**config.mk**
```make
export PLATFORM = sky130hd
export DESIGN_NAME = mbox_stager
export DESIGN_NICKNAME = d
export VERILOG_FILES = /design/src/rtl/stg_pkg.sv /design/src/rtl/stg_chunk_plan.sv /design/src/rtl/stg_poll_timer.sv /design/src/rtl/stg_resp_check.sv /design/src/rtl/mbox_stager.sv
export SDC_FILE = /design/constraint.sdc
export NUM_CORES = 1
export LEC_CHECK = 0
export ABC_AREA = 1
export BUFFER_PORTS_ARGS = -buffer_cell sky130_fd_sc_hd__buf_4
export CORE_MARGIN = 3
export CORE_UTILIZATION = 60
export CTS_BUF_LIST = sky130_fd_sc_hd__clkbuf_8
export DETAILED_ROUTE_END_ITERATION = 8
export PLACE_DENSITY_LB_ADDON = 0.12
export RECOVER_POWER = 25
export SYNTH_ARGS = -nofsm -noshare
export SYNTH_HDL_FRONTEND = slang
export SYNTH_SLANG_ARGS = --single-unit
```
**constraint.sdc**
```tcl
create_clock -name clk -period 7.13 [get_ports clk]
set_input_delay 1.426 -clock clk [delete_from_list [all_inputs] [get_ports clk]]
set_output_delay 1.426 -clock clk [all_outputs]
set_load 0.05 [all_outputs]
```
**src/rtl/stg_pkg.sv**
```systemverilog
package stg_pkg;

    localparam int DW = 32;

    localparam logic [3:0] A_CTRL = 4'h0;
    localparam logic [3:0] A_STAT = 4'h4;
    localparam logic [3:0] A_WDAT = 4'h8;
    localparam logic [3:0] A_RDAT = 4'hC;

    localparam logic [7:0]    OBJ_STAGE = 8'h0B;
    localparam logic [DW-1:0] CMD_LOAD  = 32'd3;
    localparam logic [DW-1:0] CTL_ABORT = 32'h0000_0001;
    localparam logic [DW-1:0] CTL_GO    = 32'h8000_0000;
    localparam logic [DW-1:0] END_OFS   = 32'hFFFF_FFFF;
    localparam logic [DW-1:0] RSP_DWORDS = 32'd4;

    typedef enum logic [2:0] {
        ERR_NONE    = 3'd0,
        ERR_LEN     = 3'd1,
        ERR_BUDGET  = 3'd2,
        ERR_IO      = 3'd3,
        ERR_TIMEOUT = 3'd4,
        ERR_HDR     = 3'd5,
        ERR_OFFSET  = 3'd6,
        ERR_PROTO   = 3'd7
    } err_t;

    typedef enum logic [3:0] {
        S_IDLE, S_ABORT, S_PLAN, S_HDR0, S_HDR1, S_CMD0, S_CMD1,
        S_SRC, S_DATA, S_GO, S_WAIT, S_POLL, S_RD, S_ACK, S_CHECK, S_DONE
    } state_t;

endpackage

```
**src/rtl/stg_chunk_plan.sv**
```systemverilog
module stg_chunk_plan
    import stg_pkg::*;
#(
    parameter int CHUNK_BYTES = 4096
) (
    input  logic [DW-1:0] len,
    input  logic [DW-1:0] ofs,
    input  logic [DW:0]   sent,
    output logic [DW-1:0] chunk,
    output logic          over_budget
);
    localparam logic [DW-1:0] CAP = DW'(CHUNK_BYTES);

    logic [DW-1:0]   remain;
    logic [DW+1:0]   spend;
    logic [DW+1:0]   limit;

    always_comb begin
        remain      = len - ofs;
        chunk       = (remain > CAP) ? CAP : remain;
        spend       = {1'b0, sent} + {2'b00, chunk};
        limit       = {1'b0, len, 1'b0};
        over_budget = spend > limit;
    end

endmodule

```
**src/rtl/stg_poll_timer.sv**
```systemverilog
module stg_poll_timer #(
    parameter int POLL_WAIT  = 250000,
    parameter int POLL_LIMIT = 10000
) (
    input  logic clk,
    input  logic rst_n,
    input  logic clr,
    input  logic run,
    input  logic seen,
    output logic wait_done,
    output logic last_poll
);
    localparam int WW = $clog2(POLL_WAIT + 1);
    localparam int PW = $clog2(POLL_LIMIT + 1);

    typedef struct packed {
        logic [WW-1:0] wcnt;
        logic [PW-1:0] pcnt;
    } tmr_t;

    tmr_t t_q, t_d;

    assign wait_done = run && (t_q.wcnt == WW'(POLL_WAIT - 1));
    assign last_poll = (t_q.pcnt == PW'(POLL_LIMIT - 1));

    always_comb begin
        t_d = t_q;
        if (clr) begin
            t_d.wcnt = '0;
            t_d.pcnt = '0;
        end else begin
            if (wait_done)  t_d.wcnt = '0;
            else if (run)   t_d.wcnt = t_q.wcnt + 1'b1;
            if (seen)       t_d.pcnt = t_q.pcnt + 1'b1;
        end
    end

    always_ff @(posedge clk or negedge rst_n) begin
        if (!rst_n) t_q <= '0;
        else        t_q <= t_d;
    end

    // no status read beyond the poll limit
    a_r6_poll_bound: assert property (@(posedge clk) disable iff (!rst_n)
        seen |-> (t_q.pcnt < PW'(POLL_LIMIT)));

    // the wait between polls is never shorter than one cycle and restarts after each expiry
    a_r6_wait_restart: assert property (@(posedge clk) disable iff (!rst_n)
        (wait_done && !clr) |=> (t_q.wcnt == '0));

endmodule

```
**src/rtl/stg_resp_check.sv**
```systemverilog
module stg_resp_check
    import stg_pkg::*;
#(
    parameter logic [15:0] VENDOR_ID = 16'hC0DE
) (
    input  logic [DW-1:0] rsp_lo,
    input  logic [DW-1:0] rsp_hi,
    input  logic [DW-1:0] rsp_ofs,
    input  logic          rsp_fault,
    input  logic [DW-1:0] len,
    output err_t          verdict,
    output logic          is_end
);
    logic hdr_ok;

    always_comb begin
        hdr_ok  = (rsp_lo == {8'h00, OBJ_STAGE, VENDOR_ID}) && (rsp_hi == RSP_DWORDS);
        is_end  = (rsp_ofs == END_OFS);
        if (!hdr_ok)                    verdict = ERR_HDR;
        else if (!is_end && rsp_ofs > len) verdict = ERR_OFFSET;
        else if (rsp_fault)             verdict = ERR_PROTO;
        else                            verdict = ERR_NONE;
    end

endmodule

```
**src/rtl/mbox_stager.sv**
```systemverilog
module mbox_stager
    import stg_pkg::*;
#(
    parameter int          CHUNK_BYTES = 4096,
    parameter int          POLL_WAIT   = 250000,
    parameter int          POLL_LIMIT  = 10000,
    parameter int          SRC_AW      = 16,
    parameter logic [15:0] VENDOR_ID   = 16'hC0DE
) (
    input  logic              clk,
    input  logic              rst_n,
    input  logic              start,
    input  logic [31:0]       img_len,
    output logic              busy,
    output logic              done,
    output logic [2:0]        err_code,
    output logic              reg_valid,
    output logic              reg_write,
    output logic [3:0]        reg_addr,
    output logic [31:0]       reg_wdata,
    input  logic              reg_ready,
    input  logic [31:0]       reg_rdata,
    output logic              src_valid,
    output logic [SRC_AW-1:0] src_word,
    input  logic              src_ready,
    input  logic [31:0]       src_data
);
    localparam int CW = $clog2(CHUNK_BYTES / 4 + 1);

    typedef struct packed {
        state_t        fsm;
        logic [DW-1:0] len;
        logic [DW-1:0] ofs;
        logic [DW:0]   sent;
        logic [DW-1:0] chunk;
        logic [CW-1:0] widx;
        logic [1:0]    ridx;
        logic [DW-1:0] rsp_lo;
        logic [DW-1:0] rsp_hi;
        logic [DW-1:0] rsp_ofs;
        logic          rsp_fault;
        logic [DW-1:0] wbuf;
        err_t          err;
    } ctx_t;

    ctx_t st_q, st_d;

    logic          fire;
    logic [DW-1:0] plan_chunk;
    logic          plan_over;
    err_t          verdict;
    logic          rsp_end;
    logic          t_clr, t_run, t_seen;
    logic          wait_done, last_poll;
    logic [CW-1:0] words;

    stg_chunk_plan #(.CHUNK_BYTES(CHUNK_BYTES)) i_plan (
        .len        (st_q.len),
        .ofs        (st_q.ofs),
        .sent       (st_q.sent),
        .chunk      (plan_chunk),
        .over_budget(plan_over)
    );

    stg_poll_timer #(.POLL_WAIT(POLL_WAIT), .POLL_LIMIT(POLL_LIMIT)) i_timer (
        .clk      (clk),
        .rst_n    (rst_n),
        .clr      (t_clr),
        .run      (t_run),
        .seen     (t_seen),
        .wait_done(wait_done),
        .last_poll(last_poll)
    );

    stg_resp_check #(.VENDOR_ID(VENDOR_ID)) i_check (
        .rsp_lo   (st_q.rsp_lo),
        .rsp_hi   (st_q.rsp_hi),
        .rsp_ofs  (st_q.rsp_ofs),
        .rsp_fault(st_q.rsp_fault),
        .len      (st_q.len),
        .verdict  (verdict),
        .is_end   (rsp_end)
    );

    assign words    = CW'(st_q.chunk >> 2);
    assign busy     = (st_q.fsm != S_IDLE);
    assign done     = (st_q.fsm == S_DONE);
    assign err_code = st_q.err;
    assign fire     = reg_valid && reg_ready;
    assign src_valid = (st_q.fsm == S_SRC);
    assign src_word  = SRC_AW'((st_q.ofs >> 2) + DW'(st_q.widx));

    // register port decode
    always_comb begin
        reg_valid = 1'b1;
        reg_write = 1'b1;
        reg_addr  = A_WDAT;
        reg_wdata = '0;
        unique case (st_q.fsm)
            S_ABORT: begin reg_addr = A_CTRL; reg_wdata = CTL_ABORT; end
            S_HDR0:  reg_wdata = {8'h00, OBJ_STAGE, VENDOR_ID};
            S_HDR1:  reg_wdata = 32'd4 + (st_q.chunk >> 2);
            S_CMD0:  reg_wdata = CMD_LOAD;
            S_CMD1:  reg_wdata = '0;
            S_DATA:  reg_wdata = st_q.wbuf;
            S_GO:    begin reg_addr = A_CTRL; reg_wdata = CTL_GO; end
            S_POLL:  begin reg_addr = A_STAT; reg_write = 1'b0; end
            S_RD:    begin reg_addr = A_RDAT; reg_write = 1'b0; end
            S_ACK:   reg_addr = A_RDAT;
            default: begin reg_valid = 1'b0; reg_write = 1'b0; reg_addr = A_CTRL; end
        endcase
    end

    // next-state computation
    always_comb begin
        st_d   = st_q;
        t_clr  = 1'b0;
        t_run  = 1'b0;
        t_seen = 1'b0;
        unique case (st_q.fsm)
            S_IDLE: if (start) begin
                st_d.len  = img_len;
                st_d.ofs  = '0;
                st_d.sent = '0;
                if (img_len[1:0] != 2'b00) begin
                    st_d.err = ERR_LEN;
                    st_d.fsm = S_DONE;
                end else begin
                    st_d.err = ERR_NONE;
                    st_d.fsm = S_ABORT;
                end
            end
            S_ABORT: if (fire) st_d.fsm = S_PLAN;
            S_PLAN: begin
                if (plan_over) begin
                    st_d.err = ERR_BUDGET;
                    st_d.fsm = S_DONE;
                end else begin
                    st_d.chunk = plan_chunk;
                    st_d.widx  = '0;
                    st_d.fsm   = S_HDR0;
                end
            end
            S_HDR0: if (fire) st_d.fsm = S_HDR1;
            S_HDR1: if (fire) st_d.fsm = S_CMD0;
            S_CMD0: if (fire) st_d.fsm = S_CMD1;
            S_CMD1: if (fire) st_d.fsm = (words == '0) ? S_GO : S_SRC;
            S_SRC: if (src_ready) begin
                st_d.wbuf = src_data;
                st_d.fsm  = S_DATA;
            end
            S_DATA: if (fire) begin
                st_d.widx = st_q.widx + 1'b1;
                st_d.fsm  = (st_q.widx + 1'b1 == words) ? S_GO : S_SRC;
            end
            S_GO: if (fire) begin
                st_d.sent = st_q.sent + {1'b0, st_q.chunk};
                t_clr     = 1'b1;
                st_d.fsm  = S_WAIT;
            end
            S_WAIT: begin
                t_run = 1'b1;
                if (wait_done) st_d.fsm = S_POLL;
            end
            S_POLL: if (fire) begin
                t_seen = 1'b1;
                if (reg_rdata[31]) begin
                    if (reg_rdata[2]) begin
                        st_d.err = ERR_IO;
                        st_d.fsm = S_DONE;
                    end else begin
                        st_d.ridx = '0;
                        st_d.fsm  = S_RD;
                    end
                end else if (last_poll) begin
                    st_d.err = reg_rdata[2] ? ERR_IO : ERR_TIMEOUT;
                    st_d.fsm = S_DONE;
                end else begin
                    st_d.fsm = S_WAIT;
                end
            end
            S_RD: if (fire) begin
                unique case (st_q.ridx)
                    2'd0: st_d.rsp_lo    = reg_rdata;
                    2'd1: st_d.rsp_hi    = reg_rdata;
                    2'd2: st_d.rsp_ofs   = reg_rdata;
                    default: st_d.rsp_fault = reg_rdata[2];
                endcase
                st_d.fsm = S_ACK;
            end
            S_ACK: if (fire) begin
                if (st_q.ridx == 2'd3) begin
                    st_d.fsm = S_CHECK;
                end else begin
                    st_d.ridx = st_q.ridx + 1'b1;
                    st_d.fsm  = S_RD;
                end
            end
            S_CHECK: begin
                if (verdict != ERR_NONE) begin
                    st_d.err = verdict;
                    st_d.fsm = S_DONE;
                end else if (rsp_end) begin
                    st_d.fsm = S_DONE;
                end else begin
                    st_d.ofs = st_q.rsp_ofs;
                    st_d.fsm = S_PLAN;
                end
            end
            default: st_d.fsm = S_IDLE;
        endcase
    end

    always_ff @(posedge clk or negedge rst_n) begin
        if (!rst_n) begin
            st_q     <= '0;
            st_q.fsm <= S_IDLE;
            st_q.err <= ERR_NONE;
        end else begin
            st_q <= st_d;
        end
    end

    // a misaligned length finishes at once with the length code and no traffic
    a_r1_bad_len: assert property (@(posedge clk) disable iff (!rst_n)
        (st_q.fsm == S_IDLE && start && img_len[1:0] != 2'b00)
        |=> (done && err_code == 3'd1 && !reg_valid && !src_valid));

    // an accepted start opens with the abort write to control
    a_r2_abort_first: assert property (@(posedge clk) disable iff (!rst_n)
        (st_q.fsm == S_IDLE && start && img_len[1:0] == 2'b00)
        |=> (reg_valid && reg_write && reg_addr == A_CTRL && reg_wdata == CTL_ABORT));

    // source reads never fall outside the image
    a_r3_src_inside: assert property (@(posedge clk) disable iff (!rst_n)
        src_valid |-> ((DW'(src_word) << 2) < st_q.len));

    // done lasts one cycle
    a_r11_done_pulse: assert property (@(posedge clk) disable iff (!rst_n)
        done |=> !done);

    // the result stays put while idle
    a_r11_err_hold: assert property (@(posedge clk) disable iff (!rst_n)
        (!busy && !start) |=> $stable(err_code));

    // a pending register request does not change before it is accepted
    a_r12_req_hold: assert property (@(posedge clk) disable iff (!rst_n)
        (reg_valid && !reg_ready)
        |=> (reg_valid && $stable(reg_addr) && $stable(reg_write) && $stable(reg_wdata)));

endmodule

```
==> results of run 1 <==
## layout make-up
class,count,area (um2)
fill,3188,11200
tap,504,631
clock buffer,71,977
multi-input combinational,2407,13300
sequential,310,7760
antenna,1,2.50
clock inverter,30,254
inverter,436,1640
timing repair buffer,173,1310
## cell usage after synthesis (10+ instances only)
cell | instances | area, um2
clkbuf_1 | 42 | 158
buf_2 | 10 | 50.1
nor3_1 | 44 | 220
mux2_2 | 32 | 360
nor4_1 | 24 | 150
o21ai_0 | 284 | 1420
nand2_1 | 850 | 3190
dfrtp_1 | 310 | 7760
inv_2 | 28 | 105
a31oi_1 | 13 | 81.3
nor2_1 | 255 | 957
buf_4 | 10 | 75.1
nand2_2 | 29 | 181
xnor2_1 | 23 | 201
nand4_1 | 60 | 375
nor2_2 | 27 | 169
a21o_1 | 11 | 82.6
xor2_1 | 51 | 447
ha_1 | 179 | 2240
a21oi_1 | 188 | 941
nand3_1 | 166 | 831
inv_1 | 407 | 1530
nand3_2 | 18 | 180
o21a_1 | 11 | 82.6
o21ai_1 | 10 | 50.1
## metal layers
layer	wire, um	part of all wire
met5	0	0
met4	2810	0.039
met3	6200	0.085
met2	32400	0.45
met1	31400	0.43
## path summary, 6_finish.rpt
check / depth (start not counted) / to / slack (ps)
min in group asynchronous: 1 / st_q[252] / 2460
max in group asynchronous: 1 / st_q[17] / 1960
worst max-delay path: 43 / st_q[157] / 510
worst min-delay path: 2 / st_q[119] / 480
worst max register to register: 43 / st_q[157] / 510
worst min register to register: 2 / st_q[119] / 480
## sequential cells by signal, summed over array words and instances, names as in the netlist
| register | cells |
|---|---|
| err_code | 3 |
| st_q | 275 |
| i_timer.t_q | 32 |
## cell families after synthesis
group                    count (synthesis)
flip-flops                             310
AO/OA/AOI/OAI                          584
other                                    1
AND/OR/NAND/NOR                       1513
buffers and inverters                  506
multiplexers                            32
XOR/XNOR                                74
adder cells (fa/ha/maj)                183
## power breakdown
group	switching [uW]	internal (uW)	total, uW	leakage [uW]
registers	412	2220	2630	0.00418
logic	3830	1760	5590	0.00849
clock network	831	1020	1850	0.000677
## critical path: cells and delay by family, from the launching register on
kind | cells | cell delay, ps
compound gates | 11 | 1670
flops | 1 | 380
simple gates | 21 | 2060
fa+ha+maj | 4 | 1210
buf+inv | 5 | 770
xor+xnor | 2 | 390
## through the flow
stage / std cells / util / hold slack, ps
after floorplan: 3223 / - / 445
after global placement: 3828 / 0.663 / 459
after detailed placement: 3828 / 0.663 / 465
after CTS: 3929 / 0.696 / 481
after global routing: 3932 / 0.698 / 509
final: 3932 / 0.698 / 481
## timing repair
action,4_1_cts,5_1_grt
setup buffers,0,2
endpoints found under the setup margin,0,48
resized for setup,0,17
==> results.md, run 1 <==
* Status: finished with violations
* Failing checks: max-capacitance violations, max-slew violations
* Iteration-0 DRC Markers at 2102
* Cell area after synthesis at roughly 23000 um2
* Top Usage Layer GRT: met2
* Synth Register Bits at 310
* First-pass GRT wire length at between 100000 and 150000 um
* Crit path max fanout at 21
* Min-Delay Startpoint: st_q[119]
* Initial Util at 0.617
* Tightest Hold Check Type: reg2reg
* H-Tree Depth at 2
* Vias/cell at between 5 and 6
* Min Tclk post-route at 6620 ps
* CTS root buf: clkbuf_8
* Fin nets at 3668
* Clock slew at reported path FFs at 70 ps
* Setup CP Type: reg2reg
* GR Overflow Total at 0
* Setup_tns at 0 ps
* Final-report setup violation count at 0
* Slowest CP cell: fa_1
* Rows at 70
* Post-synth EDFFs at 0
* Highest clock rate at 0.151 GHz
* Multiplexer area fraction after synthesis at 0.0158
* WL final at 72700 um
* Most used DFF post-synth: dfrtp_1
* GRT met3 Usage at 0.0582
* Gr usage total at 0.351
* Setup ws final at 510 ps
* Final Hold Fails at 0
* RR Startpoint: st_q[242]
* Die width at 201 um
* Die Y-Extent at 201 um
* Post-route ant nets at 0
* Ratio of cells with drive above 1 in the final layout at 0.126
* Vias at 22.8k
* # DRC at 0
* PortBufs at about 160
* Crit path from: st_q[242]
* Pre-Repair DR Iteration Count at 6
* Worst setup SP type: register
* CORE AREA at 37000 um2
* Simple-gate portion of the synthesized area at 0.288
* Most frequent cells in the layout: nand2_1 (849), inv_1 (416), dfrtp_1 (310)
* Setup crit end kind: register
* RePlAce Congestion at between 0.9 and 1
* Slew headroom at -2.19
* CTS sink count at 310
* Asr flop ratio synth at 1.00
* Largest net degree at the start of global routing at 169
* Fin crit share at 0.929
* Cell variety after synth at 63
* CTS Buf Count at 56
* Final HPWL DP at 57000 um
* Post-Syn Instances at 3203
* Area delta synth->final at 13.1%
* Vias in the first global route at between 20k and 25k
* Post-place setup slack at 206 ps
* Register area share after synthesis at 0.340
* GRT met1 Usage at 0.494
* Syn_area_per_cell at 7.13 um2
* CTS tree: done
* Grt met2 use at 0.546
* Most common cell after layout, fill and taps aside: nand2_1
* Worst path max stage delay at ~420 ps
* Pins Over Slew Limit at 116
* Clock Skew at approximately 34 ps
* Post-synthesis compound-gate area fraction at 0.141
* Initial antenna violation count at 1
* Die Area at roughly 40000 um2
* CP most frequent cell: nand2_1
* Worst Path Required at between 7000 and 8000 ps
* Crit path DAT at around 7200 ps
* Worst skew pair latency at between 600 and 700 ps
* Power Dens Cells at 390 nW/um2
* Largest family of logic cells by synthesized area: simple AND/OR/NAND/NOR gates
* Synth Area in Adders at 0.102
* Final Cell Area at 25800 um2
* Post-DP Area at 24600 um2
* Leak Pwr at 0.0133 uW
* Power Total at 10100 uW
* IO Pins at 161
* Worst-margin pin slew at 4780 ps
* Total of max-cap violations at 2
* Routed len/inst at 18.5 um
* Post-Synth XOR/XNOR Area at 0.0284
* CTS Hold Buffers Added at 0
* Clock buffer depth at 3
* Max VDD drop at around 0.24 mV
* Yosys warnings at 0
Power figures use the tool's default switching activity.
==> inputs of run 2 (changes only) <==
--- a/config.mk
+++ b/config.mk
@@ -8,7 +8,7 @@
 export ABC_AREA = 1
 export BUFFER_PORTS_ARGS = -buffer_cell sky130_fd_sc_hd__buf_4
 export CORE_MARGIN = 3
-export CORE_UTILIZATION = 60
+export CORE_UTILIZATION = 64
 export CTS_BUF_LIST = sky130_fd_sc_hd__clkbuf_8
 export DETAILED_ROUTE_END_ITERATION = 8
 export PLACE_DENSITY_LB_ADDON = 0.12
==> run 2 against run 1 <==
Effect of this change: the flow still finishes with violations (max-capacitance violations, max-slew violations); first-iteration DRC count is 3.5% higher; count of clock-buffer cells in the layout decreased by 3; die area fell by 6.1%; clock power shrank 8%; register-to-register slack hardly changed; critical path depth stayed put; setup slack improved by 8.9 ps; core utilization is 3.7 points higher.
==> results.md, run 2 (synthesis gave the netlist of run 1 again) <==
* Post-DP Area at 24500 um2 (-0.28%)
* Worst Path Required at 7720 ps (about the same)
* Slowest CP cell: fa_1
* First-pass GRT wire length at 115000 um (+0.23%)
* Crit path from: st_q[242]
* Ratio of cells with drive above 1 in the final layout at 0.123 (-0.00325)
* RePlAce Congestion at 1.04 (+5.6%)
* Worst path max stage delay at 420 ps (about the same)
* CTS root buf: clkbuf_8
* Final Cell Area at 25600 um2 (-0.80%)
* Reg area at 7760 um2 (unchanged)
* Die Y-Extent at 195 um (-3.1%)
* GR Overflow Total at 0 (unchanged)
* Final HPWL DP at 55900 um (-2.0%)
* Initial antenna violation count at 1 (unchanged)
* Clock slew at reported path FFs at 60 ps (about the same)
* Filler instances at 2813 (-12%)
* Post-place setup slack at 450 ps (+244 ps)
* Top Usage Layer GRT: met2
* Setup_tns at 0 ps (unchanged)
* Worst Hold Slack at 489 ps (+7.59 ps)
* Clock Skew at 25.3 ps (-8.25 ps)
* Worst setup SP type: register
* CP most frequent cell: nand2_1
* CTS tree: done
* Fin crit share at 0.927 (-0.00125)
* Iteration-0 DRC Markers at 2176 (+3.5%)
* CTS Hold Buffers Added at 0 (unchanged)
* Min Tclk post-route at 6610 ps (-8.91 ps)
* Power Total at 9910 uW (-1.6%)
* Clock buffer depth at 3 (unchanged)
* Vias at 22.9k (+0.15%)
* # DRC at 0 (unchanged)
* Biggest register: st_q
* Leak Pwr at 0.0133 uW (-0.59%)
* Crit path max fanout at 12 (-43%)
* Most frequent cells in the layout: nand2_1 (849), inv_1 (416), dfrtp_1 (310)
* Largest net degree at the start of global routing at 131 (-22%)
* Setup ws final at 519 ps (+8.91 ps)
* H-Tree Depth at 2 (unchanged)
* Status: finished with violations
* Power Dens Cells at 386 nW/um2 (-0.83%)
* Post-route ant nets at 0 (unchanged)
* CTS sink count at 310 (unchanged)
* Total of max-cap violations at 2 (unchanged)
* Slew headroom at -2.78 (-0.595)
* Tightest Hold Check Type: reg2reg
* Rows at 68 (-2.9%)
* Area delta synth->final at 12.2%
* Pins Over Slew Limit at 136 (+17%)
* Max reg flops at 275 (unchanged)
* Max VDD drop at 0.310 mV (+30%)
* Setup CP Type: reg2reg
* Vias/cell at 5.90 (+1.6%)
* Pre-Repair DR Iteration Count at 9 (+3)
* GRT met3 Usage at 0.0699 (+0.0116)
* Failing checks: max-capacitance violations, max-slew violations
* CORE AREA at 34900 um2 (-5.8%)
* Vias in the first global route at 22.2k (+2.0%)
* Grt met2 use at 0.595 (+0.0498)
* WL final at 72100 um (-0.93%)
* Die Area at 38000 um2 (-6.1%)
* GRT met1 Usage at 0.512 (+0.0184)
* IO Pins at 161 (unchanged)
* Most common cell after layout, fill and taps aside: nand2_1
* Initial Util at 0.655 (+0.0383)
* Gr usage total at 0.374 (+0.0227)
* Fin nets at 3663 (-0.14%)
* Min-Delay Startpoint: st_q[91]
* Die width at 195 um (-3.1%)
* PortBufs at 158 (unchanged)
* RR Startpoint: st_q[242]
* Crit path DAT at 7200 ps (about the same)
* Final Hold Fails at 0 (unchanged)
* Routed len/inst at 18.6 um (+0.52%)
* Setup crit end kind: register
* CTS Buf Count at 53 (-5.4%)
* Antenna diode count at 0 (-1)
* Worst skew pair latency at 670 ps (about the same)
* Final-report setup violation count at 0 (unchanged)
* Worst-margin pin slew at 5670 ps (+893 ps)
* Highest clock rate at 0.151 GHz (+0.14%)
* Area of the multi-input gates at 13300 um2 (-0.17%)
[run 2: worst paths after layout]
path	depth (start not counted)	endpoint	slack [ps]
max in group asynchronous	1	st_q[171]	1050
hold reg to reg	2	st_q[91]	490
setup reg to reg	43	st_q[152]	520
setup / recovery	43	st_q[152]	520
min in group asynchronous	1	st_q[227]	2800
hold / removal	2	st_q[91]	490
[run 2: repair_timing]
item,in CTS,in global routing
gates resized for setup,0,12
endpoints found under the setup margin,0,48
setup buffers,0,1
[run 2: layer usage]
layer | part of all wire | up-vias
met5 | 0 | -
met1 | 0.42 | 10600
li1 | - | 10900
met4 | 0.036 | 0
met2 | 0.45 | 1163
met3 | 0.094 | 187
[run 2: cell type report]
class | count | area share
Clock inverter | 28 | 0.00722
Inverter | 436 | 0.0638
Tap cell | 455 | 0.0222
Sequential cell | 310 | 0.303
Multi-Input combinational cell | 2407 | 0.517
Timing Repair Buffer | 171 | 0.0507
Clock buffer | 68 | 0.0365
[run 2: power by group]
group	internal, uW	total [uW]	switching [uW]	leakage [uW]
clock network	904	1700	798	0.000626
logic	1760	5560	3800	0.00846
registers	2220	2650	430	0.00418
[run 2: per-stage QoR]
| stage | instances | utilization |
|---|---|---|
| 6_report | 3875 | 0.735 |
| 5_1_grt | 3875 | 0.735 |
| 4_1_cts | 3874 | 0.734 |
| 3_5_place_dp | 3778 | 0.702 |
| 3_3_place_gp | 3778 | 0.702 |
| 2_1_floorplan | 3223 | - |
[run 2: worst max-delay path, delay by kind of cell (launching register included)]
kind                       cells  cell delay [ps]
AOI/OAI and AO/OA              4              710
adders and majority gates      5             1380
buffers and inverters          5              660
DFF                            1              370
and+or+nand+nor               29             3390
